--- config.mk ---
export PLATFORM = sky130hd
export DESIGN_NAME = banked_regfile
export DESIGN_NICKNAME = d
export VERILOG_FILES = /design/src/rtl/banked_regfile.sv
export SDC_FILE = /design/constraint.sdc
export NUM_CORES = 2
export LEC_CHECK = 0
export BUFFER_PORTS_ARGS = -buffer_cell sky130_fd_sc_hd__buf_2
export CAP_MARGIN = 10
export CORE_MARGIN = 2
export CORE_UTILIZATION = 55
export CTS_BUF_LIST = sky130_fd_sc_hd__clkbuf_8 sky130_fd_sc_hd__clkbuf_16
export DETAILED_ROUTE_END_ITERATION = 8
export PLACE_DENSITY_LB_ADDON = 0.3
export SYNTH_ARGS = -nofsm -noshare
export SYNTH_HDL_FRONTEND = slang
export SYNTH_SLANG_ARGS = --single-unit
--- constraint.sdc ---
create_clock -name clk -period 2.7 [get_ports clk]
set_clock_uncertainty 0.05 [all_clocks]
set_input_delay 0.27 -clock clk [delete_from_list [all_inputs] [get_ports clk]]
set_output_delay 0.27 -clock clk [all_outputs]
set_load 0.01 [all_outputs]
--- src/rtl/banked_regfile.sv ---
module banked_regfile #(
  parameter int DW = 32,
  parameter logic [31:0] USR_SP_RST = 32'h0300_7F00,
  parameter logic [31:0] IRQ_SP_RST = 32'h0300_7FA0,
  parameter logic [31:0] SVC_SP_RST = 32'h0300_7FE0
) (
  input  logic          clk,
  input  logic          rst_n,
  input  logic [3:0]    rd_a_addr,
  output logic [DW-1:0] rd_a_data,
  input  logic [3:0]    rd_b_addr,
  output logic [DW-1:0] rd_b_data,
  input  logic          wr_en,
  input  logic [3:0]    wr_addr,
  input  logic [DW-1:0] wr_data,
  input  logic          cs_we,
  input  logic [DW-1:5] cs_wdata,
  output logic [DW-1:0] cs_q,
  input  logic          ss_we,
  input  logic [DW-1:0] ss_wdata,
  output logic [DW-1:0] ss_q,
  input  logic          sw_req,
  input  logic [4:0]    sw_mode,
  input  logic          sw_save,
  output logic          sw_err
);
  localparam int NREG  = 16;
  localparam int NBANK = 6;
  localparam int NFIQ  = 5;
  localparam logic [2:0] B_USR = 3'd0, B_FIQ = 3'd1, B_IRQ = 3'd2, B_SVC = 3'd3, B_BAD = 3'd7;
  localparam logic [DW-1:0] CS_RST = DW'(32'h0000_005F);

  function automatic logic [2:0] bank_of(input logic [4:0] m);
    case (m)
      5'h10, 5'h1F: bank_of = B_USR;
      5'h11:        bank_of = B_FIQ;
      5'h12:        bank_of = B_IRQ;
      5'h13:        bank_of = B_SVC;
      5'h17:        bank_of = 3'd4;
      5'h1B:        bank_of = 3'd5;
      default:      bank_of = B_BAD;
    endcase
  endfunction

  logic [DW-1:0] gen [NREG];
  logic [DW-1:0] fq  [NFIQ];
  logic [DW-1:0] bsp [1:NBANK-1];
  logic [DW-1:0] blr [1:NBANK-1];
  logic [DW-1:0] sps [1:NBANK-1];
  logic [DW-1:0] cs;
  logic          err;

  logic [2:0] cur_bank, tgt_bank;
  logic       sw_ok;
  assign cur_bank = bank_of(cs[4:0]);
  assign tgt_bank = bank_of(sw_mode);
  assign sw_ok    = sw_req && (tgt_bank != B_BAD);

  function automatic logic [DW-1:0] view(input logic [3:0] a, input logic [2:0] b);
    if (b == B_FIQ && a >= 4'd8 && a <= 4'd12) view = fq[a[2:0]];
    else if (b != B_USR && a == 4'd13)         view = bsp[b];
    else if (b != B_USR && a == 4'd14)         view = blr[b];
    else                                       view = gen[a];
  endfunction

  always_comb begin
    rd_a_data = view(rd_a_addr, cur_bank);
    rd_b_data = view(rd_b_addr, cur_bank);
    ss_q      = (cur_bank == B_USR) ? '0 : sps[cur_bank];
  end

  assign cs_q   = cs;
  assign sw_err = err;

  always_ff @(posedge clk or negedge rst_n) begin
    if (!rst_n) begin
      for (int i = 0; i < NREG; i++) gen[i] <= '0;
      for (int i = 0; i < NFIQ; i++) fq[i] <= '0;
      for (int i = 1; i < NBANK; i++) begin
        bsp[i] <= '0;
        blr[i] <= '0;
        sps[i] <= '0;
      end
      gen[13]    <= DW'(USR_SP_RST);
      bsp[B_IRQ] <= DW'(IRQ_SP_RST);
      bsp[B_SVC] <= DW'(SVC_SP_RST);
      cs         <= CS_RST;
      err        <= 1'b0;
    end else begin
      err <= sw_req && (tgt_bank == B_BAD);
      if (wr_en) begin
        if (cur_bank == B_FIQ && wr_addr >= 4'd8 && wr_addr <= 4'd12) fq[wr_addr[2:0]] <= wr_data;
        else if (cur_bank != B_USR && wr_addr == 4'd13) bsp[cur_bank] <= wr_data;
        else if (cur_bank != B_USR && wr_addr == 4'd14) blr[cur_bank] <= wr_data;
        else gen[wr_addr] <= wr_data;
      end
      if (cs_we) cs[DW-1:5] <= cs_wdata;
      if (ss_we && cur_bank != B_USR) sps[cur_bank] <= ss_wdata;
      if (sw_ok) begin
        cs[4:0] <= sw_mode;
        if (sw_save && tgt_bank != B_USR) sps[tgt_bank] <= cs;
      end
    end
  end

  assert_mode_valid_R2: assert property (@(posedge clk) disable iff (!rst_n)
    bank_of(cs_q[4:0]) != B_BAD);
  assert_switch_takes_R5: assert property (@(posedge clk) disable iff (!rst_n)
    sw_ok |=> cs_q[4:0] == $past(sw_mode));
  assert_save_capture_R6: assert property (@(posedge clk) disable iff (!rst_n)
    (sw_ok && sw_save && tgt_bank != B_USR) |=> ss_q == $past(cs_q));
  assert_bad_mode_held_R7: assert property (@(posedge clk) disable iff (!rst_n)
    sw_err |-> cs_q[4:0] == $past(cs_q[4:0]));
  assert_user_ss_zero_R8: assert property (@(posedge clk) disable iff (!rst_n)
    (cs_q[4:0] == 5'h10 || cs_q[4:0] == 5'h1F) |-> ss_q == '0);
  assert_flags_stable_R9: assert property (@(posedge clk) disable iff (!rst_n)
    !cs_we |=> $stable(cs_q[DW-1:5]));
endmodule

# After elaboration in Yosys (flattened, before gate mapping)
# Cells that the tools add are included.
# word_totals
elab_cells,167
register_bits,1185
# op_classes
reduce_logical,29
n_eq_ne,23
order_cmp,18
bitwise,11
n_mux,47
# op_table
operator,count
bitwise mux 160 bit,5
2-to-1 mux 32 bit,25
bitwise mux 512 bit,1
binary-select mux 32 bit (select 3 bit),5
2-to-1 mux 160 bit,3
demux 32 bit (select 3 bit),3
binary-select mux 32 bit (select 4 bit),2
demux 32 bit (select 4 bit),1
== test 5 bit (second input constant),14
case mux 3 bit (6 select lines),2
greater-or-equal comparator 4 bit (second input constant),8
== test 4 bit (second input constant),6
logical AND 1 bit,20
NOT 3 -> 4 bit,5
greater-or-equal comparator 5 bit (second input constant),3
NOT 4 -> 5 bit,3
<= comparator 4 bit (second input constant),3
< comparator 4 x 1 -> 1 bit (second input constant),3
AND reduction 4 bit,2
nonzero test 3 bit,2
< comparator 5 x 1 -> 1 bit (second input constant),1
OR reduction 2 bit,2
== test 3 x 1 -> 1 bit (second input constant),1
== test 3 bit (second input constant),1
other kinds (5),7

# Logic depth before layout (Yosys ltp)
# depth
ltp_word,13
mapped_depth,11
depth_no_buf,6

# Least setup slack after synthesis
# OpenSTA, ideal clock, no wires.
# synth_path
path_kind,reg-to-output
start,"register cs[4], in the netlist cs_q[4]"
end,output port rd_b_data[20]
stages_incl_launch_ff,10
arrival_ns,2.312
setup_slack_ns,0.068
cell_sequence,dfstp_2 > buf_2 > or3b_1 > clkbuf_1 > nor3_2 > buf_4 > buf_6 > a221oi_2 > o221a_2 > a22oi_1
# synth_via
elab_chain_len,10
elab_cells_between_ends,25
# synth_lines
element,line,source
from (decl),50,logic [DW-1:0] cs;
"from (signal, indexed assignment)",97,if (cs_we) cs[DW-1:5] <= cs_wdata;
from (signal assigned),100,cs[4:0] <= sw_mode;
== test 5 bit,34,case (m)
OR reduction 2 bit,34,
case mux 3 bit (6 select lines) (*),34,
NOT 3 -> 4 bit (implied by the code),"61, 62",
binary-select mux 32 bit (select 3 bit),62,else if (b != B_USR && a == 4'd14) view = blr[b];
2-to-1 mux 32 bit (implied by the code) (2 in series),62,
2-to-1 mux 32 bit,62,
2-to-1 mux 32 bit,61,else if (b != B_USR && a == 4'd13) view = bsp[b];
2-to-1 mux 32 bit (*),60,if (b == B_FIQ && a >= 4'd8 && a <= 4'd12) view = fq[a[2:0]];
to (decl),12,"output logic [DW-1:0] rd_b_data,"
# Every way passes the cells marked *; elsewhere a longest branch is shown, timed or not. The select of a mux whose other input is x is not followed.

# Final worst setup path
# layout_path
start,"register cs[0], in the netlist cs_q[0]"
end,output port rd_a_data[30]
# layout_via
elab_chain_len,10
elab_cells_between_ends,25
# layout_lines
element,line,source
== test 5 bit,34,
OR reduction 2 bit,34,
case mux 3 bit (6 select lines) (*),34,
NOT 3 -> 4 bit (implied by the code),"61, 62",
binary-select mux 32 bit (select 3 bit),62,
2-to-1 mux 32 bit (implied by the code) (2 in series),62,
2-to-1 mux 32 bit,62,
2-to-1 mux 32 bit,61,
2-to-1 mux 32 bit (*),60,
to (decl),10,"output logic [DW-1:0] rd_a_data,"
# Marked as above.

==> flow_summary_export.csv <==
group,metric,value,unit
sta,fin_crit,3.769,ns
synthesis,syn_nets,4870,
layout,multi_input_area,31120,µm²
sta,period_share,139.6,%
drt,drc,0,
place,hpwl,128200,µm
synthesis,synthArstFlopShare,100.0,%
hold_path,whs_endpoint,"fq[98]$_DFFE_PN0P_",
clock_tree,htree_levels,3,
drt,wl_met2,91990,µm
clock_tree,cts_root_buffer,"clkbuf_16",
setup_path,r2r_end,"fq[90]$_DFFE_PN0P_",
sta,rsz0062_at_grt,"true",
global_route,grt_pass1_vias,46660,
status,violations,"negative setup slack",
sta,setup_viol,296,
drt,wl_met1,76460,µm
die,die-area,114300,µm²
synthesis,yosysWarnings,0,
die,rows,122,
sta,fin_ws,-1.069,ns
die,die_w,338.1,µm
layout,drive_above_1_share,50.20,%
clock_tree,cts_sinks,1185,
synthesis,syn_area,61380,µm²
layout,regArea,29710,µm²
setup_path,rrSetupSlack,-0.25,ns
synthesis,synth.distinct_cells,76,
clock_tree,cts_tree,"done",
setup_path,worstSetupPathType,"reg -> out",
global_route,grt_use_total,34.27,%
layout,area_growth,24.51,%
setup_path,crit_arrival,3.45,ns
drt,antenna_left,0,
die,die_height,338.1,µm
clock_tree,clock_latency,0.72,ns
synthesis,synthCells,4755,
clock_tree,path_clk_slew,0.06,ns
setup_path,crit_path_start_kind,"flop",
synthesis,synth_edf_count,0,
setup_path,r2r_start,"cs_q[0]$_DFFE_PN1P_",
sta,fin_setup_tns,-104.34,ns
global_route,antenna_found_initial,14,
setup_path,cp_max_fo,8,
setup_path,worstPathRequired,2.38,ns
pwr,p_leak,35.52,nW
place,portBuffers,243,
layout,final_cells,6951,
global_route,grt_max_degree,91,
place,placed_cell_area,67870,µm²
global_route,grt_pass1_wl,294000,µm
sta,final_hold_viol_count,0,
layout,fin_nets,5463,
drt,drt_iter0_drc,5008,
synthesis,ys_seq_area_share,48.39,%
die,ios,244,
drt,drtPass1Iterations,9,
status,run_status,"complete, but fails checks",
die,start_util,55.46,%
drt,vias,45860,
sta,relSlewSlack,24.07,%
drt,wl,200500,µm
synthesis,synth_top_area_cell,"dfrtp_1",
hold_path,min_from,"wr_data[2]",
clock_tree,cts_buffer_depth,3,
run,maxCapViolCount,0,
synthesis,synth_top_area_share,46.76,%
sta,report.final.slew_viol_count,0,
drt,highest_layer,"met5",
drt,dr_wl_met3,22140,µm
sta,fmax,0.2653,GHz
setup_path,worstSetupEndpointType,"output port",
layout,fillers,7404,
clock_tree,cts_inserted_buffers,119,
place,gp_congestion,0.9426,
drt,via_per_inst,6.597,
synthesis,yosys_most_used_dff,"dfrtp_1",
synthesis,synth-seq-cells,1185,
global_route,overflow,0,
synthesis,syn-mean-instance-area,12.91,µm²
place,place_inst,6535,
setup_path,rr_worst_depth,12,
hold_path,hold_path_class,"in -> reg",
die,core,110700,µm²
hold_path,hold_path_depth,3,
pwr,power_density,748.2,nW/µm²
sta,worst_pin_slew,1.133,ns
pwr,vdd_drop_max,0.0005174,V
synthesis,synthTopCellsByArea,"dfrtp_1 (47%), mux2_2 (19%), mux4_2 (11%)",
layout,fin_area,76420,µm²
drt,wl_per_cell,28.85,µm
==> placed cells by master (no fill, tap or decap), types with 17 or more instances in the layout <==
master	synthesis	routed
dfrtp_1	1147	1147
mux2_2	1023	987
buf_4	23	419
a21oi_1	326	305
mux4_2	296	296
nor2_1	305	293
mux2i_1	292	289
buf_2	173	203
clkbuf_16	0	132
buf_12	0	121
buf_6	4	102
nand2_1	116	90
dlygate4sd3_1	0	69
a22oi_1	116	68
o22ai_1	79	66
inv_1	35	61
a22oi_2	0	48
mux2_4	0	47
nand2b_1	47	46
o21ai_1	5	44
o21ai_0	101	42
dfstp_2	38	36
clkbuf_8	0	31
nand2_2	1	25
a22o_1	24	22
nor2b_1	22	21
clkinv_2	0	21
bufinv_16	0	21
buf_8	0	20
a211oi_1	28	19
a21oi_2	0	17
a221oi_2	4	17
==> cell type report <==
cell class | instances | share of cell area [%]
Sequential cell | 1185 | 38.87
Timing Repair Buffer | 954 | 12.08
Inverter | 37 | 0.1883
Multi-Input combinational cell | 3051 | 40.72
Antenna cell | 13 | 0.04257
Clock inverter | 72 | 1.153
Tap cell | 1488 | 2.436
Clock buffer | 151 | 4.502
==> power breakdown <==
group / switching [mW] / internal [mW]
logic: 6.92 / 8.17
clock network: 7.26 / 10.9
registers: 2.50 / 21.4
==> cells by family after synthesis <==
group / share of synthesized area (%)
muxes: 34.78
DFF: 48.39
AOI/OAI and AO/OA: 8.682
and+or+nand+nor: 4.409
buffers and inverters: 3.716
xor gates and xnor gates: 0.02854
==> synthesized netlist by cell type, types with 22 or more instances <==
master	count
a22oi_1	116
o21ai_0	101
o22ai_1	79
nor2_1	305
a221oi_1	32
inv_1	35
buf_1	45
nand2_1	116
a22o_1	24
a211oi_1	28
dfrtp_1	1147
buf_2	173
clkbuf_1	237
mux4_2	296
mux2_2	1023
nor2b_1	22
dfstp_2	38
buf_4	23
mux2i_1	292
a21oi_1	326
nand2b_1	47
==> per-layer routing <==
layer	up-vias	GRT usage, %
li1	19010	-
met4	4	15.48
met5	-	0.1702
met2	2485	52.92
met1	23720	45.61
met3	644	9.130
==> through the flow <==
step                      util [%]  setup WS (ns)  power, mW  hold slack [ns]
after global routing         69.05         -1.151      59.32          0.06003
final                        69.05         -1.069      57.18          0.02347
after global placement       61.33        -0.4440      36.45           0.1942
after CTS                    67.48         -1.008      56.07        0.0003571
after floorplan                  -        0.06762      31.78         -0.07559
after detailed placement     61.33        -0.4518      37.07           0.1916
==> repair_timing <==
item                                    in CTS  in global routing
hold buffers                                69                  0
gates resized for setup                    294                254
cloned                                       5                 11
hold endpoints to repair                   591                  0
pin swaps                                   94                101
buffers inserted                            56                 66
endpoints found under the setup margin     325                346
==> worst max path at each step <==
stage / start / end / slack, ns
after floorplan: cs_q[4]$_DFFE_PN1P_ / rd_b_data[20] / 0.07
after global placement: cs_q[0]$_DFFE_PN1P_ / rd_b_data[31] / -0.44
after detailed placement: cs_q[0]$_DFFE_PN1P_ / rd_a_data[20] / -0.45
after CTS: cs_q[0]$_DFFE_PN1P_ / rd_b_data[31] / -1.01
after global routing: cs_q[0]$_DFFE_PN1P_ / ss_q[25] / -1.15
final: cs_q[0]$_DFFE_PN1P_ / rd_a_data[30] / -1.07
==> critical path, stage by stage (launching register included) <==
cell and delay, ns:
dfstp_4 0.71, buf_12 0.16, and3_4 0.26, o21ai_4 0.13, buf_6 0.15, o221a_4 0.21
a221oi_2 0.24, buf_4 0.21, nor2_2 0.04, or3_4 0.45, buf_6 0.15
==> flip-flops by register name, indices dropped and copies added (netlist names) <==
| name | cells |
|---|---|
| blr | 160 |
| bsp | 160 |
| sw_err | 1 |
| sps | 160 |
| cs_q | 32 |
| gen | 512 |
| fq | 160 |
Note: power is estimated with default switching activity, not from simulation.
